File: src/rtl/uart_reg_pkg.sv
package uart_reg_pkg;
   localparam int unsigned DATA_W = 8;
   localparam int unsigned ADDR_W = 3;

   localparam logic [ADDR_W-1:0] OFS_DATA  = 3'd0;
   localparam logic [ADDR_W-1:0] OFS_IEN   = 3'd1;
   localparam logic [ADDR_W-1:0] OFS_CAUSE = 3'd2;
   localparam logic [ADDR_W-1:0] OFS_LCTL  = 3'd3;
   localparam logic [ADDR_W-1:0] OFS_LSTAT = 3'd5;

   typedef enum logic [2:0] {
      CAUSE_MODEM  = 3'b000,
      CAUSE_NONE   = 3'b001,
      CAUSE_THRE   = 3'b010,
      CAUSE_RXDATA = 3'b100,
      CAUSE_LINE   = 3'b110
   } cause_e;
endpackage

File: src/rtl/uart_baud_gen.sv
module uart_baud_gen #(
   parameter int unsigned DIV_W = 16
) (
   input  logic             clk_i,
   input  logic             rst_ni,
   input  logic [DIV_W-1:0] divisor_i,
   output logic             tick_o
);
   logic [DIV_W-1:0] cnt_q;
   logic             at_end;

   assign at_end = (divisor_i != '0) && (cnt_q >= divisor_i - 1'b1);
   assign tick_o = at_end;

   always_ff @(posedge clk_i or negedge rst_ni) begin
      if (!rst_ni)                cnt_q <= '0;
      else if (divisor_i == '0)   cnt_q <= '0;
      else if (at_end)            cnt_q <= '0;
      else                        cnt_q <= cnt_q + 1'b1;
   end
endmodule

File: src/rtl/uart_irq_prio.sv
module uart_irq_prio
   import uart_reg_pkg::*;
(
   input  logic   line_req_i,
   input  logic   rx_req_i,
   input  logic   thre_req_i,
   input  logic   modem_req_i,
   output cause_e cause_o,
   output logic   pending_o
);
   always_comb begin
      if (line_req_i)       cause_o = CAUSE_LINE;
      else if (rx_req_i)    cause_o = CAUSE_RXDATA;
      else if (thre_req_i)  cause_o = CAUSE_THRE;
      else if (modem_req_i) cause_o = CAUSE_MODEM;
      else                  cause_o = CAUSE_NONE;
   end
   assign pending_o = (cause_o != CAUSE_NONE);
endmodule

File: src/rtl/uart_regblock.sv
module uart_regblock
   import uart_reg_pkg::*;
#(
   parameter int unsigned     DIV_W     = 16,
   parameter logic [DIV_W-1:0] RESET_DIV = '0
) (
   input  logic        clk_i,
   input  logic        rst_ni,
   input  logic [2:0]  addr_i,
   input  logic        wr_en_i,
   input  logic [7:0]  wdata_i,
   input  logic        rd_en_i,
   output logic [7:0]  rdata_o,
   input  logic        rx_push_i,
   input  logic [7:0]  rx_byte_i,
   input  logic        rx_parity_err_i,
   input  logic        rx_frame_err_i,
   input  logic        rx_break_i,
   input  logic        tx_take_i,
   input  logic        tx_shift_empty_i,
   input  logic        modem_change_i,
   output logic [7:0]  thr_data_o,
   output logic        thr_valid_o,
   output logic [7:0]  lctl_o,
   output logic        tick_o,
   output logic        irq_o
);
   localparam int unsigned HI_W     = DIV_W - DATA_W;
   localparam int unsigned N_BYTES  = 2;
   localparam logic [15:0] RST16    = 16'(RESET_DIV);

   if (DIV_W < 9 || DIV_W > 16) begin : g_bad_div_w
      $error("uart_regblock: DIV_W must lie in 9..16");
   end

   logic [7:0]       lctl_q, thr_q, rbr_q;
   logic [3:0]       ien_q;
   logic             dr_q, oe_q, pe_q, fe_q, bi_q, thre_q, thre_irq_q;
   logic [DIV_W-1:0] div_q;
   logic             dlab;
   logic             wr_thr, wr_ien, wr_lctl, rd_rbr, rd_lsr, rd_cause;
   cause_e           cause;
   logic             irq_pend;
   logic [7:0]       lsr, rmux;

   assign dlab     = lctl_q[7];
   assign wr_thr   = wr_en_i && addr_i == OFS_DATA  && !dlab;
   assign wr_ien   = wr_en_i && addr_i == OFS_IEN   && !dlab;
   assign wr_lctl  = wr_en_i && addr_i == OFS_LCTL;
   assign rd_rbr   = rd_en_i && addr_i == OFS_DATA  && !dlab;
   assign rd_lsr   = rd_en_i && addr_i == OFS_LSTAT;
   assign rd_cause = rd_en_i && addr_i == OFS_CAUSE;

   // divisor banks, one per byte, visible only while the bank bit is set
   for (genvar b = 0; b < N_BYTES; b++) begin : g_div_byte
      localparam int unsigned BW = (b == 0) ? DATA_W : HI_W;
      localparam logic [7:0] MASK = 8'((1 << BW) - 1);
      logic [7:0] byte_q;
      always_ff @(posedge clk_i or negedge rst_ni) begin
         if (!rst_ni) byte_q <= RST16[b*8 +: 8] & MASK;
         else if (wr_en_i && dlab && addr_i == 3'(b)) byte_q <= wdata_i & MASK;
      end
   end
   assign div_q = {g_div_byte[1].byte_q[HI_W-1:0], g_div_byte[0].byte_q};

   always_ff @(posedge clk_i or negedge rst_ni) begin
      if (!rst_ni) begin
         lctl_q <= '0;
         ien_q  <= '0;
         thr_q  <= '0;
      end else begin
         if (wr_lctl) lctl_q <= wdata_i;
         if (wr_ien)  ien_q  <= wdata_i[3:0];
         if (wr_thr)  thr_q  <= wdata_i;
      end
   end

   // receive side: byte, data ready and sticky line errors
   always_ff @(posedge clk_i or negedge rst_ni) begin
      if (!rst_ni) begin
         rbr_q <= '0;
         dr_q  <= 1'b0;
         oe_q  <= 1'b0;
         pe_q  <= 1'b0;
         fe_q  <= 1'b0;
         bi_q  <= 1'b0;
      end else begin
         if (rd_lsr) begin
            oe_q <= 1'b0;
            pe_q <= 1'b0;
            fe_q <= 1'b0;
            bi_q <= 1'b0;
         end
         if (rd_rbr) dr_q <= 1'b0;
         if (rx_push_i) begin
            rbr_q <= rx_byte_i;
            dr_q  <= 1'b1;
            if (dr_q)            oe_q <= 1'b1;
            if (rx_parity_err_i) pe_q <= 1'b1;
            if (rx_frame_err_i)  fe_q <= 1'b1;
            if (rx_break_i)      bi_q <= 1'b1;
         end
      end
   end

   // transmit holding state and its interrupt flag
   always_ff @(posedge clk_i or negedge rst_ni) begin
      if (!rst_ni) begin
         thre_q     <= 1'b1;
         thre_irq_q <= 1'b0;
      end else begin
         if (wr_thr) begin
            thre_q     <= 1'b0;
            thre_irq_q <= 1'b0;
         end else if (tx_take_i) begin
            thre_q     <= 1'b1;
            thre_irq_q <= 1'b1;
         end else if (wr_ien && wdata_i[1] && !ien_q[1] && thre_q) begin
            thre_irq_q <= 1'b1;
         end else if (rd_cause && cause == CAUSE_THRE) begin
            thre_irq_q <= 1'b0;
         end
      end
   end

   uart_irq_prio u_prio (
      .line_req_i  (ien_q[2] && (oe_q || pe_q || fe_q || bi_q)),
      .rx_req_i    (ien_q[0] && dr_q),
      .thre_req_i  (ien_q[1] && thre_irq_q),
      .modem_req_i (ien_q[3] && modem_change_i),
      .cause_o     (cause),
      .pending_o   (irq_pend)
   );

   uart_baud_gen #(.DIV_W(DIV_W)) u_baud (
      .clk_i     (clk_i),
      .rst_ni    (rst_ni),
      .divisor_i (div_q),
      .tick_o    (tick_o)
   );

   assign lsr = {1'b0, thre_q && tx_shift_empty_i, thre_q, bi_q, fe_q, pe_q, oe_q, dr_q};

   always_comb begin
      case (addr_i)
         OFS_DATA:  rmux = dlab ? g_div_byte[0].byte_q : rbr_q;
         OFS_IEN:   rmux = dlab ? g_div_byte[1].byte_q : {4'b0, ien_q};
         OFS_CAUSE: rmux = {5'b0, cause};
         OFS_LCTL:  rmux = lctl_q;
         OFS_LSTAT: rmux = lsr;
         default:   rmux = '0;
      endcase
   end

   assign rdata_o     = rd_en_i ? rmux : '0;
   assign thr_data_o  = thr_q;
   assign thr_valid_o = !thre_q;
   assign lctl_o      = lctl_q;
   assign irq_o       = irq_pend;
endmodule

File: config.mk
export PLATFORM = sky130hd
export DESIGN_NAME = uart_regblock
export DESIGN_NICKNAME = d
export VERILOG_FILES = /design/src/rtl/uart_reg_pkg.sv /design/src/rtl/uart_baud_gen.sv /design/src/rtl/uart_irq_prio.sv /design/src/rtl/uart_regblock.sv
export SDC_FILE = /design/constraint.sdc
export NUM_CORES = 1
export LEC_CHECK = 0
export CAP_MARGIN = 30
export CELL_PAD_IN_SITES_DETAIL_PLACEMENT = 0
export CELL_PAD_IN_SITES_GLOBAL_PLACEMENT = 1
export CORE_UTILIZATION = 30
export CTS_BUF_LIST = sky130_fd_sc_hd__clkbuf_8
export DETAILED_ROUTE_END_ITERATION = 10
export MAX_ROUTING_LAYER = met4
export PLACE_DENSITY_LB_ADDON = 0.2
export SYNTH_ARGS = -nofsm -noshare
export SYNTH_HDL_FRONTEND = slang
export SYNTH_SLANG_ARGS = --single-unit
File: constraint.sdc
create_clock -name clk_i -period 5.5 [get_ports clk_i]
set_input_delay 1.375 -clock clk_i [delete_from_list [all_inputs] [get_ports clk_i]]
set_output_delay 1.375 -clock clk_i [all_outputs]
set_load 0.005 [all_outputs]
==> results by group, run 1 <==
Outcome
  – Status: finished, final reports clean

Worst setup path
  – Crit path launch type: register
  – Crit path capture type: primary output
  – Worst Setup SP: g_div_byte[0].byte_q[0]
  – CP max FO: 6
  – WP data required: 4120 ps
  – CP arrival: 3780 ps
  – FF-to-FF Start: g_div_byte[0].byte_q[0]
  – Crit path kind: reg2out

Routing
  – DRC Markers: 0
  – DRT antenna net count: 0
  – DR pass1 iterations: 4
  – DR iter-0 viols: around 160
  – DR vias/cell: 5.12
  – Via count: 3113
  – Final WL: 10.6 mm
  – Wire per inst: roughly 17 µm

CTS
  – Cts bufs inserted: 9
  – Root Driver: clkbuf_8
  – CTS clk-pin slew, worst paths: 80 ps
  – CTS Hold Buffers Added: 0
  – CTS tree: yes
  – Deepest clock path buffer count: 2
  – CTS sink count: 67
  – Later-pin clock latency in the skew report: 360 ps
  – H-tree depth: 3

STA
  – Clk_skew: approximately 11 ps
  – Final Max Slew Viols: 0
  – Max frequency: 0.194 GHz
  – Total negative slack: 0 ps
  – Fin crit share: 93.8%
  – Crit path time final: 5160 ps
  – Max transition margin: 48.9%
  – RSZ-0062 raised after global routing: false
  – Endpoints failing setup: 0
  – Worst-margin pin slew: 766 ps
  – Fin. Hold Viols: 0

Job
  – Max cap viols: 0

Power and ir drop
  – LEAKAGE: 1.99 nW
  – Peak VDD IR: about 150 µV
  – Power Total: 1.87 mW
  – PD cells: 379 nW/µm²

Synthesis
  – Post-synth EDFFs: 0
  – Synth Flop Type: dfrtp_1
  – Seq/Total Area, Yosys: about 43%
  – Ys async rst share: 100%
  – Synth top area cells: dfrtp_1, mux2_2, ha_1, xnor2_1, nor4_1
  – Post-synthesis instance area: around 4000 µm²
  – Number of synthesized register bits: 67
  – Syn Nets: roughly 420
  – Post-synth cell types: 47
  – Avg Synthesized Cell Area: 10.7 µm²
  – Yosys top cell by area: dfrtp_1
  – Synth warn: 0
  – Yosys top cell area share: about 42%
  – Synth Instances: 367

Die
  – Die Area: roughly 14000 µm²
  – Initial core utilization: 30.9%
  – FP Rows: just over 40
  – Die W: 116 µm
  – # IOs: 57
  – Die H: roughly 120 µm
  – Placeable Area: 12700 µm²

Placed design
  – Post-DP HPWL: 7.88 mm
  – GPL Wtd Cong: 0.813
  – Buffers on Ports: 56

Finish
  – P&R area growth vs syn: 25.6%
  – Final #Nets: 480
  – N_diodes: 0
  – Layout cell share with drive strength beyond 1: 20.4%

Min path
  – Worst Hold Class: reg2reg
  – Min-delay src: thr_data_o[1]

GRT
  – Total gr overflow: 0
  – First-pass GRT wire length: 16.7 mm
  – Total GRT Usage: 17.0%
  – Vias in the first global route: 3089
  – Largest net degree at the start of global routing: 60
  – Initial antenna violation count: 0
## final cells by class
type | instances | area (µm²)
sequential | 67 | 1680
clock buffer | 9 | 124
timing repair buffer | 67 | 642
tap | 172 | 215
fill | 1290 | 7750
multi-input combinational | 271 | 2120
inverter | 15 | 56.3
clock inverter | 7 | 83.8
## cell usage after synthesis (all sizes together), types with 3 or more instances
library cell,count
nand4,9
nor4,22
clkbuf,7
and3,6
a22o,7
buf,7
a21oi,11
ha,19
o21ai,13
xor2,8
or3,3
nand2,25
mux2i,3
o31a,3
nand3,17
xnor2,18
a22oi,5
nor2,17
mux2,49
a31oi,4
nor3,8
dfrtp,66
inv,15
## cell families after synthesis
logic type / after synthesis / share of synthesized area [%]
AND/OR/NAND/NOR: 116 / 15.8
buffers and inverters: 29 / 3.23
XOR/XNOR: 26 / 5.81
AO/OA/AOI/OAI: 56 / 10.2
adder cells (fa/ha/maj): 19 / 6.07
multiplexers: 54 / 16.0
flip-flops: 67 / 42.8
## power breakdown
group	total, mW	switching, mW	internal (mW)	leakage, nW
sequential	0.775	0.169	0.606	0.813
clock	0.439	0.222	0.217	0.102
combinational	0.653	0.296	0.356	1.07
total	1.87	0.687	1.18	1.99
## sequential cells by signal, summed over array words and instances (netlist names), 4 cells and up
signal and count:
g_div_byte.byte_q 16, u_baud.cnt_q 16, lctl_o 8, rbr_q 8, thr_data_o 8, ien_q 4
## worst max-delay path: stages (launching register included)
cell and delay (ps):
dfrtp_2 460, inv_1 120, ha_1 190, nor3b_1 190, buf_4 160, and3_2 220
nand3_1 90, xor2_1 150, ha_1 290, nand4_1 140, or3_1 400, a221o_1 280
a31oi_2 190, clkdlybuf4s50_1 530
## what timing repair did
action,CTS,global route
resized for setup,0,2
setup buffers,0,1
endpoints found under the hold margin,0,0
endpoints found under the setup margin,0,1
## routing by layer
layer / GRT usage [%] / share of wire (%) / vias up
li1: - / - / 1506
met1: 24.1 / 51 / 1518
met2: 23.7 / 42 / 75
met3: 2.65 / 4.7 / 14
met4: 7.52 / 2.1 / 0
met5: - / 0 / -
## through the flow
stage                     instance area, µm²  utilization, %  instances  hold WS, ps  setup WS, ps
after global routing                    4920            38.8        608          538          42.2
final                                   4920            38.8        608          509           342
after global placement                  4680            37.0        590          494           579
after CTS                               4900            38.7        607          516           157
after floorplan                         3920               -        367          476          1400
after detailed placement                4700            37.1        591          495           594
## final timing paths
| check | endpoint | slack [ps] | depth (start not counted) |
|---|---|---|---|
| worst max-delay path | tick_o | 340 | 13 |
| worst min-delay path | thr_data_o[1] | 510 | 1 |
| worst max register to register | u_baud.cnt_q[7] | 1880 | 14 |
| worst min register to register | thr_data_o[1] | 510 | 1 |
| max in group asynchronous | g_div_byte[0].byte_q[0] | 3630 | 2 |
| min in group asynchronous | thr_data_o[2] | 840 | 1 |
## placed cells by master, fill, tap and decap left out, drive strengths merged, types with 11 or more instances in the layout
| cell | netlist | routed |
|---|---|---|
| nand2 | 25 | 25 |
| dfrtp | 66 | 66 |
| clkdlybuf4s50 | 0 | 55 |
| o21ai | 13 | 13 |
| nor2 | 17 | 17 |
| nor4 | 22 | 22 |
| inv | 15 | 18 |
| a21oi | 11 | 11 |
| mux2 | 49 | 49 |
| buf | 7 | 12 |
| ha | 19 | 19 |
| nand3 | 17 | 17 |
| xnor2 | 18 | 18 |
Power figures use the tool's default switching activity.
==> run 2: changes to the inputs <==
--- a/config.mk
+++ b/config.mk
@@ -10,6 +10,7 @@
 export CELL_PAD_IN_SITES_GLOBAL_PLACEMENT = 1
 export CORE_UTILIZATION = 30
 export CTS_BUF_LIST = sky130_fd_sc_hd__clkbuf_8
+export CTS_CLUSTER_SIZE = 30
 export DETAILED_ROUTE_END_ITERATION = 10
 export MAX_ROUTING_LAYER = met4
 export PLACE_DENSITY_LB_ADDON = 0.2
==> results of run 2 <==
Same layout as run 1: the final DEF is identical, and so are final timing and power.
